==> src/rtl/pgoc_pkg.sv <==
`timescale 1ns/1ps
package pgoc_pkg;
  // Gain/offset distribution of the shared correction bus
  typedef enum logic [1:0] {
    SPLIT_NONE = 2'd0,  // full-width gain, subtracter bypassed
    SPLIT_G2   = 2'd1,  // gain short by two bits
    SPLIT_G1   = 2'd2,  // gain short by one bit
    SPLIT_G0   = 2'd3   // full-width gain, narrow offset
  } split_e;
endpackage

==> src/rtl/pgoc_split.sv <==
`timescale 1ns/1ps
module pgoc_split #(
  parameter int BUS_W  = 20,
  parameter int GAIN_W = 12,
  localparam int OFF_W = BUS_W - GAIN_W + 2
) (
  input  pgoc_pkg::split_e    mode,
  input  logic [BUS_W-1:0]    bus,
  output logic [GAIN_W-1:0]   gain,
  output logic [OFF_W-1:0]    offset,
  output logic                sub_en
);
  import pgoc_pkg::*;

  always_comb begin
    gain   = bus[BUS_W-1 -: GAIN_W];
    offset = '0;
    sub_en = 1'b0;
    unique case (mode)
      SPLIT_G2: begin
        gain   = {bus[BUS_W-1 -: GAIN_W-2], 2'b00};
        offset = bus[OFF_W-1:0];
        sub_en = 1'b1;
      end
      SPLIT_G1: begin
        gain   = {bus[BUS_W-1 -: GAIN_W-1], 1'b0};
        offset = {1'b0, bus[OFF_W-2:0]};
        sub_en = 1'b1;
      end
      SPLIT_G0: begin
        offset = {2'b00, bus[OFF_W-3:0]};
        sub_en = 1'b1;
      end
      default: begin
        gain   = bus[BUS_W-1 -: GAIN_W];
        offset = '0;
        sub_en = 1'b0;
      end
    endcase
  end
endmodule

==> src/rtl/pgoc_sub_stage.sv <==
`timescale 1ns/1ps
module pgoc_sub_stage #(
  parameter int DATA_W  = 12,
  parameter int GAIN_W  = 12,
  parameter int OFF_W   = 10,
  parameter int SHIFT_W = 2
) (
  input  logic               clk,
  input  logic               rst_n,
  input  logic               in_valid,
  input  logic [DATA_W-1:0]  in_sample,
  input  logic [OFF_W-1:0]   in_offset,
  input  logic               sub_en,
  input  logic [GAIN_W-1:0]  in_gain,
  input  logic [SHIFT_W-1:0] in_shift,
  output logic               s1_valid,
  output logic [DATA_W-1:0]  s1_data,
  output logic [GAIN_W-1:0]  s1_gain,
  output logic [SHIFT_W-1:0] s1_shift
);
  localparam int EXT_W = (DATA_W > OFF_W) ? DATA_W : OFF_W;

  logic [EXT_W-1:0]  samp_ext, off_ext;
  logic [DATA_W-1:0] diff_nxt;

  always_comb begin
    samp_ext = EXT_W'(in_sample);
    off_ext  = EXT_W'(in_offset);
    if (!sub_en)
      diff_nxt = in_sample;
    else if (samp_ext > off_ext)
      diff_nxt = DATA_W'(samp_ext - off_ext);
    else
      diff_nxt = '0;
  end

  always_ff @(posedge clk or negedge rst_n) begin
    if (!rst_n) begin
      s1_valid <= 1'b0;
      s1_data  <= '0;
      s1_gain  <= '0;
      s1_shift <= '0;
    end else begin
      s1_valid <= in_valid;
      if (in_valid) begin
        s1_data  <= diff_nxt;
        s1_gain  <= in_gain;
        s1_shift <= in_shift;
      end
    end
  end

  // an offset that reaches the sample leaves a zero difference
  a_r7_clamp_zero: assert property (@(posedge clk) disable iff (!rst_n)
    (in_valid && sub_en && (EXT_W'(in_offset) >= EXT_W'(in_sample))) |=> (s1_data == '0));
endmodule

==> src/rtl/pgoc_gain_stage.sv <==
`timescale 1ns/1ps
module pgoc_gain_stage #(
  parameter int DATA_W     = 12,
  parameter int GAIN_W     = 12,
  parameter int SCALE_BITS = 3,
  parameter int SHIFT_W    = 2
) (
  input  logic               clk,
  input  logic               rst_n,
  input  logic               s1_valid,
  input  logic [DATA_W-1:0]  s1_data,
  input  logic [GAIN_W-1:0]  s1_gain,
  input  logic [SHIFT_W-1:0] s1_shift,
  output logic               out_valid,
  output logic [DATA_W-1:0]  out_data
);
  localparam int PROD_W = DATA_W + GAIN_W;
  localparam int EXT_W  = DATA_W + SCALE_BITS;

  logic [PROD_W-1:0] prod;
  logic [DATA_W-1:0] frac;
  logic [EXT_W-1:0]  boosted;
  logic [DATA_W-1:0] res_nxt;

  always_comb begin
    prod    = PROD_W'(s1_data) * PROD_W'(s1_gain);
    frac    = prod[PROD_W-1 -: DATA_W];
    boosted = EXT_W'(frac) << s1_shift;
    if (s1_shift == '0)
      res_nxt = s1_data;
    else if (|boosted[EXT_W-1:DATA_W])
      res_nxt = '1;
    else
      res_nxt = boosted[DATA_W-1:0];
  end

  always_ff @(posedge clk or negedge rst_n) begin
    if (!rst_n) begin
      out_valid <= 1'b0;
      out_data  <= '0;
    end else begin
      out_valid <= s1_valid;
      if (s1_valid)
        out_data <= res_nxt;
    end
  end

  // output is held on cycles without a new result
  a_r11_hold_idle: assert property (@(posedge clk) disable iff (!rst_n)
    !s1_valid |=> $stable(out_data));
endmodule

==> src/rtl/pgoc_top.sv <==
`timescale 1ns/1ps
module pgoc_top #(
  parameter int DATA_W     = 12,
  parameter int BUS_W      = 20,
  parameter int GAIN_W     = 12,
  parameter int SCALE_BITS = 3,
  parameter int SPLIT_BITS = 3
) (
  input  logic                  clk,
  input  logic                  rst_n,
  input  logic                  in_valid,
  input  logic [DATA_W-1:0]     in_sample,
  input  logic [BUS_W-1:0]      corr_bus,
  input  logic [SCALE_BITS-1:0] cfg_scale,
  input  logic [SPLIT_BITS-1:0] cfg_split,
  output logic                  out_valid,
  output logic [DATA_W-1:0]     out_data
);
  import pgoc_pkg::*;

  localparam int OFF_W   = BUS_W - GAIN_W + 2;
  localparam int SHIFT_W = $clog2(SCALE_BITS + 1);

  // Reset: asynchronous assert, synchronous release
  logic [1:0] rst_sync;
  logic       rst_int_n;
  always_ff @(posedge clk or negedge rst_n) begin
    if (!rst_n) rst_sync <= 2'b00;
    else        rst_sync <= {rst_sync[0], 1'b1};
  end
  assign rst_int_n = rst_sync[1];

  // Lowest set bit wins in both configuration fields
  logic [SHIFT_W-1:0] shift_sel;
  split_e             split_mode;
  always_comb begin
    shift_sel = '0;
    for (int i = SCALE_BITS - 1; i >= 0; i--)
      if (cfg_scale[i]) shift_sel = SHIFT_W'(i + 1);
  end
  always_comb begin
    split_mode = SPLIT_NONE;
    for (int i = SPLIT_BITS - 1; i >= 0; i--)
      if (cfg_split[i]) split_mode = split_e'(i + 1);
  end

  logic [GAIN_W-1:0]  gain_w;
  logic [OFF_W-1:0]   off_w;
  logic               sub_en;
  logic               s1_valid;
  logic [DATA_W-1:0]  s1_data;
  logic [GAIN_W-1:0]  s1_gain;
  logic [SHIFT_W-1:0] s1_shift;

  pgoc_split #(.BUS_W(BUS_W), .GAIN_W(GAIN_W)) u_split (
    .mode(split_mode), .bus(corr_bus), .gain(gain_w), .offset(off_w), .sub_en(sub_en)
  );

  pgoc_sub_stage #(.DATA_W(DATA_W), .GAIN_W(GAIN_W), .OFF_W(OFF_W), .SHIFT_W(SHIFT_W)) u_sub (
    .clk(clk), .rst_n(rst_int_n), .in_valid(in_valid), .in_sample(in_sample),
    .in_offset(off_w), .sub_en(sub_en), .in_gain(gain_w), .in_shift(shift_sel),
    .s1_valid(s1_valid), .s1_data(s1_data), .s1_gain(s1_gain), .s1_shift(s1_shift)
  );

  pgoc_gain_stage #(.DATA_W(DATA_W), .GAIN_W(GAIN_W), .SCALE_BITS(SCALE_BITS),
                    .SHIFT_W(SHIFT_W)) u_gain (
    .clk(clk), .rst_n(rst_int_n), .s1_valid(s1_valid), .s1_data(s1_data),
    .s1_gain(s1_gain), .s1_shift(s1_shift), .out_valid(out_valid), .out_data(out_data)
  );

  // Cycles since reset release, saturating, to gate the $past checks
  logic [1:0] age_q;
  always_ff @(posedge clk or negedge rst_int_n) begin
    if (!rst_int_n)        age_q <= 2'd0;
    else if (age_q != 2'd3) age_q <= age_q + 2'd1;
  end

  // reset holds the output idle
  a_r1_reset_idle: assert property (@(posedge clk) !rst_n |=> !out_valid);

  // valid emerges exactly two cycles later
  a_r2_latency: assert property (@(posedge clk) disable iff (!rst_int_n)
    (age_q >= 2'd2) |-> (out_valid == $past(in_valid, 2)));

  // both fields clear gives a pass-through of the sample
  a_r8_bypass: assert property (@(posedge clk) disable iff (!rst_int_n)
    ((age_q >= 2'd2) && out_valid && $past(cfg_scale == '0 && cfg_split == '0, 2))
      |-> (out_data == $past(in_sample, 2)));
endmodule

==> config.mk <==
export PLATFORM = sky130hd
export DESIGN_NAME = pgoc_top
export DESIGN_NICKNAME = d
export VERILOG_FILES = /design/src/rtl/pgoc_pkg.sv /design/src/rtl/pgoc_split.sv /design/src/rtl/pgoc_sub_stage.sv /design/src/rtl/pgoc_gain_stage.sv /design/src/rtl/pgoc_top.sv
export SDC_FILE = /design/constraint.sdc
export NUM_CORES = 1
export LEC_CHECK = 0
export BUFFER_PORTS_ARGS = -buffer_cell sky130_fd_sc_hd__buf_2
export CORE_MARGIN = 8
export CORE_UTILIZATION = 35
export CTS_CLUSTER_DIAMETER = 150
export DETAILED_ROUTE_END_ITERATION = 7
export PLACE_DENSITY = 0.58
export REMOVE_ABC_BUFFERS = 1
export SYNTH_ARGS = -nofsm -noshare
export SYNTH_HDL_FRONTEND = slang
export SYNTH_HIERARCHICAL = 1
export SYNTH_SLANG_ARGS = --single-unit
==> constraint.sdc <==
create_clock -name clk -period 1.2 [get_ports clk]
set_input_delay 0 -clock clk [delete_from_list [all_inputs] [get_ports clk]]
set_output_delay 0 -clock clk [all_outputs]
set_load 0.05 [all_outputs]
==> flow_metrics.env, run 1 <==
export IMPL_cp_common_cell="fa_1"
export IMPL_path_cells="buf_6, nand2_2, fa_1, fa_1, inv_1, fa_1, fa_1, inv_1, fa_1, inv_2, ha_4, or3_4, and3_4, a21bo_4, o2111ai_4, o221ai_2, o21a_4, nor4b_4, buf_4, o2bb2ai_2"
export IMPL_avgSynthCellArea_um2=8.63
export IMPL_ios=54
export IMPL_overflow=0
export IMPL_finClkSkew_ns=0.00457
export IMPL_finalSetupViolCount=24
export IMPL_hold_violations=0
export IMPL_diodes=0
export IMPL_fin_ws_ns=-4.25
export IMPL_start_kind="register"
export IMPL_drt_vias_per_instance=4.89
export IMPL_area_growth_syn_to_layout_pct=40.4
export IMPL_rows=54
export IMPL_critical_path_max_stage_delay_ns=0.52
export IMPL_tightest_slew_ns=0.523
export IMPL_worst_r2r_cell_count=20
export IMPL_grt_first_pass_wirelength_um=36100
export IMPL_routedWlPerCell_um=15.4
export IMPL_insertion_delay_ns=0.30
export IMPL_status="finished with violations"
export IMPL_place_port_buffers=53
export IMPL_ys_seq_elements=42
export IMPL_path_max_fanout=6
export IMPL_path_clk_slew_ns=0.06
export IMPL_path_class="register to register"
export IMPL_die_w_um=163
export IMPL_drtIter0Drc=251
export IMPL_cp_arrival_ns=5.62
export IMPL_hold_class="primary input to async pin"
export IMPL_dieArea_mm2=0.0267
export IMPL_cts_tree="done"
export IMPL_placed_cells=1350
export IMPL_async_flop_share_pct=100
export IMPL_antenna_found_initial=1
export IMPL_rsz0062_at_grt="yes"
export IMPL_period_share_pct=454
export IMPL_core_mm2=0.0216
export IMPL_numCtsBuffers=5
export IMPL_yosysSeqAreaShare_pct=13.8
export IMPL_finalCriticalPeriod_ns=5.45
export IMPL_relSlewSlack_pct=64.9
export IMPL_pre_cts_slack_ns=-4.64
export IMPL_synth_cell_types=73
export IMPL_track_usage_pct=16.6
export IMPL_cp_required_ns=1.37
export IMPL_start_util_pct=35.2
export IMPL_fmax_mhz=184
export IMPL_synthFlopType="dfrtp_1"
export IMPL_wl_um=21500
export IMPL_final_nets=1327
export IMPL_cts_htree_levels=2
export IMPL_grt_pass1_vias=7439
export IMPL_crit_path_end_kind="register"
export IMPL_drive_above_1_share_pct=39.2
export IMPL_yosysWarnings=6
export IMPL_synthCells=880
export IMPL_cap_violations=0
export IMPL_dpl_hpwl_um=17200
export IMPL_final_antenna_net_count=0
export IMPL_via_count=6826
export IMPL_slew_violations=0
export IMPL_drcViolationCount=0
export IMPL_gp_congestion=0.855
export IMPL_firstDrtPassIters=4
export IMPL_stdcell_count=1396
export IMPL_root_buffer="clkbuf_16"
export IMPL_clock_sinks=42
export IMPL_slowest_stage="fa_1"
export IMPL_die_h_um=163
export IMPL_synth_edf_count=0
export IMPL_cts_max_path_buffers=2
export IMPL_synthesis_area_mm2=0.00759
export IMPL_grt_max_degree=28
export IMPL_failed_checks="setup timing"
## layer usage
layer / vias to the layer above / global-route usage, % / share of wire, %
met4: 0 / 4.09 / 1.9
met1: 3358 / 21.2 / 46
li1: 3332 / - / -
met2: 109 / 29.2 / 49
met5: - / 0 / 0
met3: 27 / 1.99 / 2.6
## cell usage in the layout (no fill, tap or decap), types with 5 or more instances in the layout
cell type / count
ha_4: 15
buf_2: 51
fa_2: 5
a22oi_2: 6
ha_1: 54
dlygate4sd3_1: 11
fa_1: 95
a21o_1: 7
dfrtp_2: 8
nand2_1: 108
nand3_1: 16
buf_4: 194
xnor2_1: 5
a21oi_1: 24
inv_1: 137
mux2_2: 17
dfrtp_1: 34
a21oi_2: 10
or3_1: 6
nand4_1: 6
buf_6: 20
clkbuf_16: 5
inv_2: 14
o21ai_0: 15
nor3_1: 8
and2_1: 55
o211ai_1: 6
nor2_1: 34
and2_4: 8
xor2_1: 7
## cells in the mapped netlist (all sizes together) (7+ instances only)
cell type / n / area (um2)
buf: 11 / 82.6
o21ai: 22 / 114
fa: 100 / 2000
nor3: 15 / 90.1
nand4: 7 / 50.1
a211oi: 9 / 67.6
inv: 152 / 571
mux2: 17 / 191
or3: 7 / 43.8
a21oi: 37 / 193
nand2: 114 / 428
clkbuf: 38 / 143
nor2: 38 / 143
xor2: 7 / 61.3
o221ai: 7 / 61.3
o211ai: 8 / 70.1
a21o: 7 / 52.6
dfrtp: 42 / 1050
nand3: 18 / 90.1
ha: 71 / 888
and2: 63 / 397
## cell type report
class,count,area [um2]
fill,2026,10900
tap,280,350
multi-input combinational,637,6460
sequential,42,1060
clock inverter,2,12.5
clock buffer,6,139
timing repair buffer,277,2070
inverter,152,573
## repair_timing
action	in CTS	in global routing
hold buffers	11	0
gates resized for setup	142	38
endpoints found under the hold margin	12	0
pin swaps	99	36
setup endpoints to repair	24	25
setup buffers	29	3
cloned	1	0
## through the flow
stage	util (%)	hold slack, ns	instance area [um2]	TNS [ns]
4_1_cts	48.5	0.00157	10500	-63.10
3_3_place_gp	43.6	-0.212	9390	-72.46
5_1_grt	49.5	0.0374	10700	-67.68
6_report	49.5	0.00791	10700	-63.86
3_5_place_dp	43.6	-0.210	9390	-73.96
2_1_floorplan	-	-0.296	7370	-68.87
## path summary, 6_finish.rpt
| check | from | endpoint | slack, ns |
|---|---|---|---|
| worst max-delay path | u_sub/s1_gain[4] | u_gain/out_data[3] | -4.25 |
| worst min-delay path | rst_n | rst_sync[0] | 0.008 |
| worst max register to register | u_sub/s1_gain[4] | u_gain/out_data[3] | -4.25 |
| worst min register to register | rst_sync[1] | u_sub/s1_shift[1] | 0.23 |
| max in group asynchronous | rst_sync[1] | u_sub/s1_data[5] | 0.64 |
| min in group clk | cfg_scale[0] | u_sub/s1_shift[0] | 0.05 |
## critical path, delay by kind of cell, from the launching register on
kind,cells,cell delay (ns)
flip-flops,1,0.43
buffers and inverters,5,0.44
adder cells (fa/ha/maj),6,2.66
AO/OA/AOI/OAI,5,0.98
AND/OR/NAND/NOR,4,0.81
## state kept, by name, indices dropped and copies added (netlist names)
name / cells
u_sub/s1_data: 12
u_sub/s1_gain: 12
u_gain/out_data: 12
rst_sync: 2
u_gain/out_valid: 1
u_sub/s1_valid: 1
u_sub/s1_shift: 2
## logic make-up after synthesis
group / Yosys count / synth area share, %
buf+inv: 201 / 10.5
compound gates: 142 / 13.8
flops: 42 / 13.8
mux: 19 / 2.79
fa+ha+maj: 171 / 38.1
xor+xnor: 13 / 1.50
other cells: 1 / 0.0494
simple gates: 291 / 19.4
Power of run 1 is left out: the tool's default activity adds up to more than one toggle a clock period on the data nets, which glitch-free logic cannot reach.
==> run 2, diff against run 1 <==
PLACE_DENSITY = 0.56   (was 0.58)
clock period = 6.25 ns   (was 1.2 ns; I/O delays follow)
==> run 2 against run 1 <==
  * The run now ends clean
  * Final cell count decreased by 14%
  * Fmax is 8.3% lower
  * Via count decreased by 9.9%
  * Critical path depth unchanged
  * Register-to-register slack gained 4.6 ns
  * Setup slack better by 4.6 ns
  * Clock skew is 0.0041 ns higher
  * Flip-flop and latch count unchanged
  * Utilization is 10 points lower
==> flow_metrics.env, run 2 (synthesis results as in run 1) <==
export IMPL_fmax_mhz=168
export IMPL_placed_cells=1185
export IMPL_crit_cells=20
export IMPL_wl_um=19100
export IMPL_tightest_slew_ns=0.934
export IMPL_path_clk_slew_ns=0.06
export IMPL_drcViolationCount=0
export IMPL_ios=54
export IMPL_numCtsBuffers=5
export IMPL_r2r_start="u_sub/s1_data[3]"
export IMPL_core_mm2=0.0216
export IMPL_cp_common_cell="fa_1"
export IMPL_finalSetupViolCount=0
export IMPL_stdcell_count=1206
export IMPL_overflow=0
export IMPL_status="complete, no violations"
export IMPL_place_port_buffers=53
export IMPL_grt_max_degree=41
export IMPL_slew_violations=0
export IMPL_multi_input_area_mm2=0.00575
export IMPL_path_cells="and2_1, fa_1, inv_1, fa_1, inv_1, fa_1, fa_1, inv_1, fa_1, inv_1, ha_1, nand4_2, nor3_1, a21oi_2, o21ai_2, a2111oi_1, nor3_1, nor3_2, buf_4, a221oi_1"
export IMPL_start_kind="register"
export IMPL_grt_first_pass_wirelength_um=32700
export IMPL_layout_commonest_cell="inv_1"
export IMPL_finClkSkew_ns=0.00867
export IMPL_grt_pass1_vias=6463
export IMPL_path_max_fanout=9
export IMPL_track_usage_pct=15.2
export IMPL_final_antenna_net_count=0
export IMPL_diodes=0
export IMPL_drt_vias_per_instance=5.10
export IMPL_cts_tree="done"
export IMPL_die_h_um=163
export IMPL_rows=54
export IMPL_firstDrtPassIters=6
export IMPL_fill_cells=2169
export IMPL_hold_violations=0
export IMPL_top_regs="u_gain/out_data (12), u_sub/s1_data (12), u_sub/s1_gain (12)"
export IMPL_seq_area_mm2=0.00106
export IMPL_worst_r2r_cell_count=20
export IMPL_critical_path_max_stage_delay_ns=0.54
export IMPL_gp_congestion=0.834
export IMPL_dpl_hpwl_um=15700
export IMPL_cp_arrival_ns=6.13
export IMPL_cp_required_ns=6.44
export IMPL_final_nets=1138
export IMPL_finalCriticalPeriod_ns=5.94
export IMPL_cts_htree_levels=2
export IMPL_slowest_stage="fa_1"
export IMPL_critPathLaunch="u_sub/s1_data[3]"
export IMPL_cap_violations=0
export IMPL_path_class="register to register"
export IMPL_crit_path_end_kind="register"
export IMPL_rsz0062_at_grt="yes"
export IMPL_die_w_um=163
export IMPL_dieArea_mm2=0.0267
export IMPL_relSlewSlack_pct=37.7
export IMPL_via_count=6153
export IMPL_cts_max_path_buffers=2
export IMPL_hold_class="primary input to async pin"
export IMPL_root_buffer="clkbuf_16"
export IMPL_final_cell_mix="inv_1 (152), nand2_1 (114), fa_1 (100)"
export IMPL_path_buf_inv=5
export IMPL_insertion_delay_ns=0.30
export IMPL_cpLargestDelayFamily="adder cells"
export IMPL_start_util_pct=35.2
export IMPL_drtIter0Drc=335
export IMPL_period_share_pct=95.0
export IMPL_drive_above_1_share_pct=14.3
export IMPL_area_growth_syn_to_layout_pct=11.5
export IMPL_antenna_found_initial=0
export IMPL_clock_sinks=42
export IMPL_routedWlPerCell_um=15.8
run 2: changes by cell type in the layout (fill, tap and decap cells not counted), moves of 11 or more:
| cell | previous run | this run |
|---|---|---|
| buf_4 | 194 | 22 |
| buf_6 | 20 | 0 |
| ha_1 | 54 | 71 |
| ha_4 | 15 | 0 |
| inv_1 | 137 | 152 |
| inv_2 | 14 | 0 |
| a21oi_1 | 24 | 35 |
run 2: per-layer routing:
layer | vias to the layer above | GRT usage [%] | share of wire (%)
li1 | 2964 | - | -
met1 | 3036 | 19.9 | 46
met2 | 127 | 25.6 | 48
met3 | 26 | 2.07 | 3.4
met4 | 0 | 4.80 | 2.4
met5 | - | 0 | 0
run 2: area by class of cell:
cell class,instances,area share [%]
multi-input cells,637,68.0
repair buffers,88,6.62
inverters,152,6.74
clock inverters,1,0.355
flip-flops and latches,42,12.5
clock buffers,6,1.64
well taps,280,4.14
run 2: what timing repair did:
| item | CTS | global route |
|---|---|---|
| setup endpoints to repair | 0 | 12 |
| hold endpoints to repair | 14 | 0 |
| hold buffers | 13 | 0 |
| buffers inserted | 0 | 1 |
| gates resized for setup | 0 | 10 |
run 2: final timing paths:
| kind | to | slack (ns) |
|---|---|---|
| hold reg to reg | rst_sync[1] | 0.35 |
| max in group asynchronous | u_sub/s1_gain[5] | 5.17 |
| setup reg to reg | u_gain/out_data[2] | 0.31 |
| hold / removal | rst_sync[0] | 0.01 |
| setup / recovery | u_gain/out_data[2] | 0.31 |
| min in group clk | u_sub/s1_data[9] | 0.03 |
run 2: per-stage QoR:
stage / area, um2 / hold slack (ns) / util [%] / TNS (ns) / setup slack, ns
6_report: 8470 / 0.0113 / 39.3 / 0 / 0.312
4_1_cts: 8440 / 0.00657 / 39.2 / 0 / 0.123
5_1_grt: 8470 / 0.0212 / 39.3 / -0.0205 / -0.0199
3_3_place_gp: 8140 / -0.213 / 37.8 / 0 / 0.228
2_1_floorplan: 7370 / -0.296 / - / 0 / 0.661
3_5_place_dp: 8140 / -0.214 / 37.8 / 0 / 0.136
Power of run 2 is left out for the same reason.
==> run 3, diff against run 2 <==
ABC_AREA = 1   (was unset)
CAP_MARGIN = 25   (was unset)
CORE_MARGIN = 2   (was 8)
==> run 3 against run 2 <==
  * Final cell count is 26% higher
  * Synthesized cell count increased by 37%
  * Design area grew 4.1%
  * Area after synthesis grew 6.3%
  * Non-clock buffer count decreased by 18
  * Fmax grew 4.7%
  * Setup slack better by 0.27 ns
  * Clock skew is 0.0035 ns lower
  * Register-to-register slack better by 0.27 ns
==> flow_metrics.env, run 3 <==
export IMPL_slowest_stage="dfrtp_1"
export IMPL_fmax_mhz=176
export IMPL_path_max_fanout=14
export IMPL_antenna_found_initial=0
export IMPL_dpl_hpwl_um=16400
export IMPL_worst_r2r_cell_count=24
export IMPL_async_flop_share_pct=100
export IMPL_dieArea_mm2=0.0243
export IMPL_r2r_end="u_gain/out_data[6]"
export IMPL_die_w_um=156
export IMPL_gp_congestion=0.869
export IMPL_path_buf_inv=4
export IMPL_r2r_slack_ns=0.58
export IMPL_firstDrtPassIters=5
export IMPL_place_port_buffers=53
export IMPL_synth_common_cells="nand2_1 (436), inv_1 (266), fa_1 (100)"
export IMPL_yosysSeqAreaShare_pct=13.0
export IMPL_layout_commonest_cell="nand2_1"
export IMPL_fin_ws_ns=0.578
export IMPL_ys_seq_elements=42
export IMPL_relSlewSlack_pct=42.7
export IMPL_yosys_area_top_type="fa_1"
export IMPL_slew_violations=0
export IMPL_synthesis_area_mm2=0.00807
export IMPL_path_clk_slew_ns=0.07
export IMPL_avgSynthCellArea_um2=6.71
export IMPL_finalSetupViolCount=0
export IMPL_period_share_pct=90.8
export IMPL_drt_vias_per_instance=4.65
export IMPL_cts_resized=0
export IMPL_overflow=0
export IMPL_final_antenna_net_count=0
export IMPL_ys_top_cells_by_area="fa_1 (25%), nand2_1 (20%), dfrtp_1 (13%)"
export IMPL_finalCriticalPeriod_ns=5.67
export IMPL_synthFlopType="dfrtp_1"
export IMPL_track_usage_pct=18.0
export IMPL_cts_tree="done"
export IMPL_insertion_delay_ns=0.30
export IMPL_start_util_pct=35.6
export IMPL_hold_violations=0
export IMPL_cts_htree_levels=2
export IMPL_synth_top_area_share_pct=24.8
export IMPL_cp_common_cell="nand2_1"
export IMPL_status="complete, no violations"
export IMPL_numCtsBuffers=5
export IMPL_cpLargestDelayFamily="adder cells"
export IMPL_grt_first_pass_wirelength_um=35300
export IMPL_wl_um=20500
export IMPL_crit_cells=24
export IMPL_critical_path_max_stage_delay_ns=0.80
export IMPL_start_kind="register"
export IMPL_crit_end="u_gain/out_data[6]"
export IMPL_crit_path_end_kind="register"
export IMPL_die_h_um=156
export IMPL_critPathLaunch="u_sub/s1_data[7]"
export IMPL_cts_setup_buffers=0
export IMPL_area_growth_syn_to_layout_pct=9.21
export IMPL_routedWlPerCell_um=13.5
export IMPL_cp_arrival_ns=5.86
export IMPL_root_buffer="clkbuf_16"
export IMPL_ios=54
export IMPL_synthSimpleGateAreaFrac_pct=31.0
export IMPL_synth_cell_types=36
export IMPL_cap_violations=0
export IMPL_tightest_slew_ns=0.858
export IMPL_drive_above_1_share_pct=8.50
export IMPL_synth_xor_area_share_pct=0.760
export IMPL_synth_edf_count=0
export IMPL_rsz0062_at_grt="no"
export IMPL_clock_sinks=42
export IMPL_top_regs="u_gain/out_data (12), u_sub/s1_data (12), u_sub/s1_gain (12)"
export IMPL_core_mm2=0.0226
export IMPL_path_class="register to register"
export IMPL_grt_pass1_vias=7208
export IMPL_fill_cells=2443
export IMPL_yosysMostFrequentCell="nand2_1"
export IMPL_yosysWarnings=6
export IMPL_cp_required_ns=6.44
export IMPL_via_count=7065
export IMPL_final_cell_mix="nand2_1 (436), inv_1 (266), fa_1 (100)"
export IMPL_cts_max_path_buffers=2
export IMPL_synth_top_family_by_area="adder cells"
export IMPL_grt_max_degree=41
export IMPL_hold_ws_ns=0.0153
export IMPL_final_nets=1446
export IMPL_hold_class="primary input to async pin"
export IMPL_synth_area_mux_share_pct=0
export IMPL_synthCells=1203
export IMPL_rows=55
export IMPL_final_setup_tns_ns=0
export IMPL_synth_adder_area_share_pct=35.8
export IMPL_drtIter0Drc=411
export IMPL_finClkSkew_ns=0.00513
export IMPL_diodes=0
export IMPL_path_cells="nand2_1, fa_1, fa_1, inv_1, fa_1, fa_1, inv_1, fa_1, inv_1, ha_1, nand2_2, inv_2, a21oi_4, nand2_1, nand2_1, nand3_1, nand2_1, nand3_1, nand2_1, nand2_2, a21oi_4, nand3_1, nand2_1, nand2_1"
export IMPL_pre_cts_slack_ns=0.558
export IMPL_drcViolationCount=0
export IMPL_r2r_start="u_sub/s1_data[7]"
export IMPL_synth_compound_area_share_pct=3.86
run 3: area by class of cell:
| class | instances | area, um2 | share of cell area [%] |
|---|---|---|---|
| multi-input cells | 839 | 5760 | 65.4 |
| flip-flops and latches | 42 | 1050 | 11.9 |
| inverters | 276 | 1040 | 11.8 |
| repair buffers | 70 | 435 | 4.94 |
| well taps | 285 | 357 | 4.05 |
| clock buffers | 6 | 129 | 1.46 |
| clock inverters | 2 | 37.5 | 0.426 |
run 3: worst min path at each step:
stage	slack [ns]	depth (start not counted)	to	from
global placement	-0.21	1	rst_sync[0]	rst_n
detailed placement	-0.21	1	rst_sync[0]	rst_n
global route	0.03	2	rst_sync[1]	rst_n
finish	0.02	2	rst_sync[0]	rst_n
floorplan	-0.30	0	rst_sync[0]	rst_n
CTS	0.007	2	rst_sync[0]	rst_n
run 3: stage by stage:
step / util, % / cell area [um2] / std cells
after global routing: 38.9 / 8810 / 1520
after detailed placement: 37.6 / 8500 / 1499
after CTS: 38.8 / 8790 / 1519
after global placement: 37.6 / 8500 / 1499
final: 38.9 / 8810 / 1520
after floorplan: - / 7850 / 1157
run 3: routing by layer:
layer | part of all wire (%) | vias up | routed length [um] | track usage, %
li1 | - | 3574 | - | -
met1 | 49 | 3321 | 9940 | 25.0
met2 | 46 | 156 | 9450 | 30.0
met3 | 4.1 | 14 | 839 | 2.47
met4 | 1.3 | 0 | 257 | 4.11
met5 | 0 | - | 0 | 0
run 3: timing repair:
action | 4_1_cts | 5_1_grt
hold buffers | 12 | 0
setup endpoints to repair | 0 | 0
hold endpoints to repair | 13 | 0
run 3: worst reg2reg max path: stages (launching register included):
cell	delay [ns]
dfrtp_1	0.80
nand2_1	0.17
fa_1	0.53
fa_1	0.53
inv_1	0.05
fa_1	0.47
fa_1	0.54
inv_1	0.05
fa_1	0.52
inv_1	0.04
ha_1	0.37
nand2_2	0.19
inv_2	0.06
a21oi_4	0.17
nand2_1	0.07
nand2_1	0.09
nand3_1	0.08
nand2_1	0.10
nand3_1	0.09
nand2_1	0.09
nand2_2	0.09
a21oi_4	0.20
nand3_1	0.09
nand2_1	0.09
nand2_1	0.05
run 3: cell families after synthesis:
| group | after synthesis |
|---|---|
| simple gates | 610 |
| buf+inv | 322 |
| fa+ha+maj | 171 |
| compound gates | 50 |
| flops | 42 |
| xor+xnor | 7 |
| other cells | 1 |
Power of run 3 is left out for the same reason.
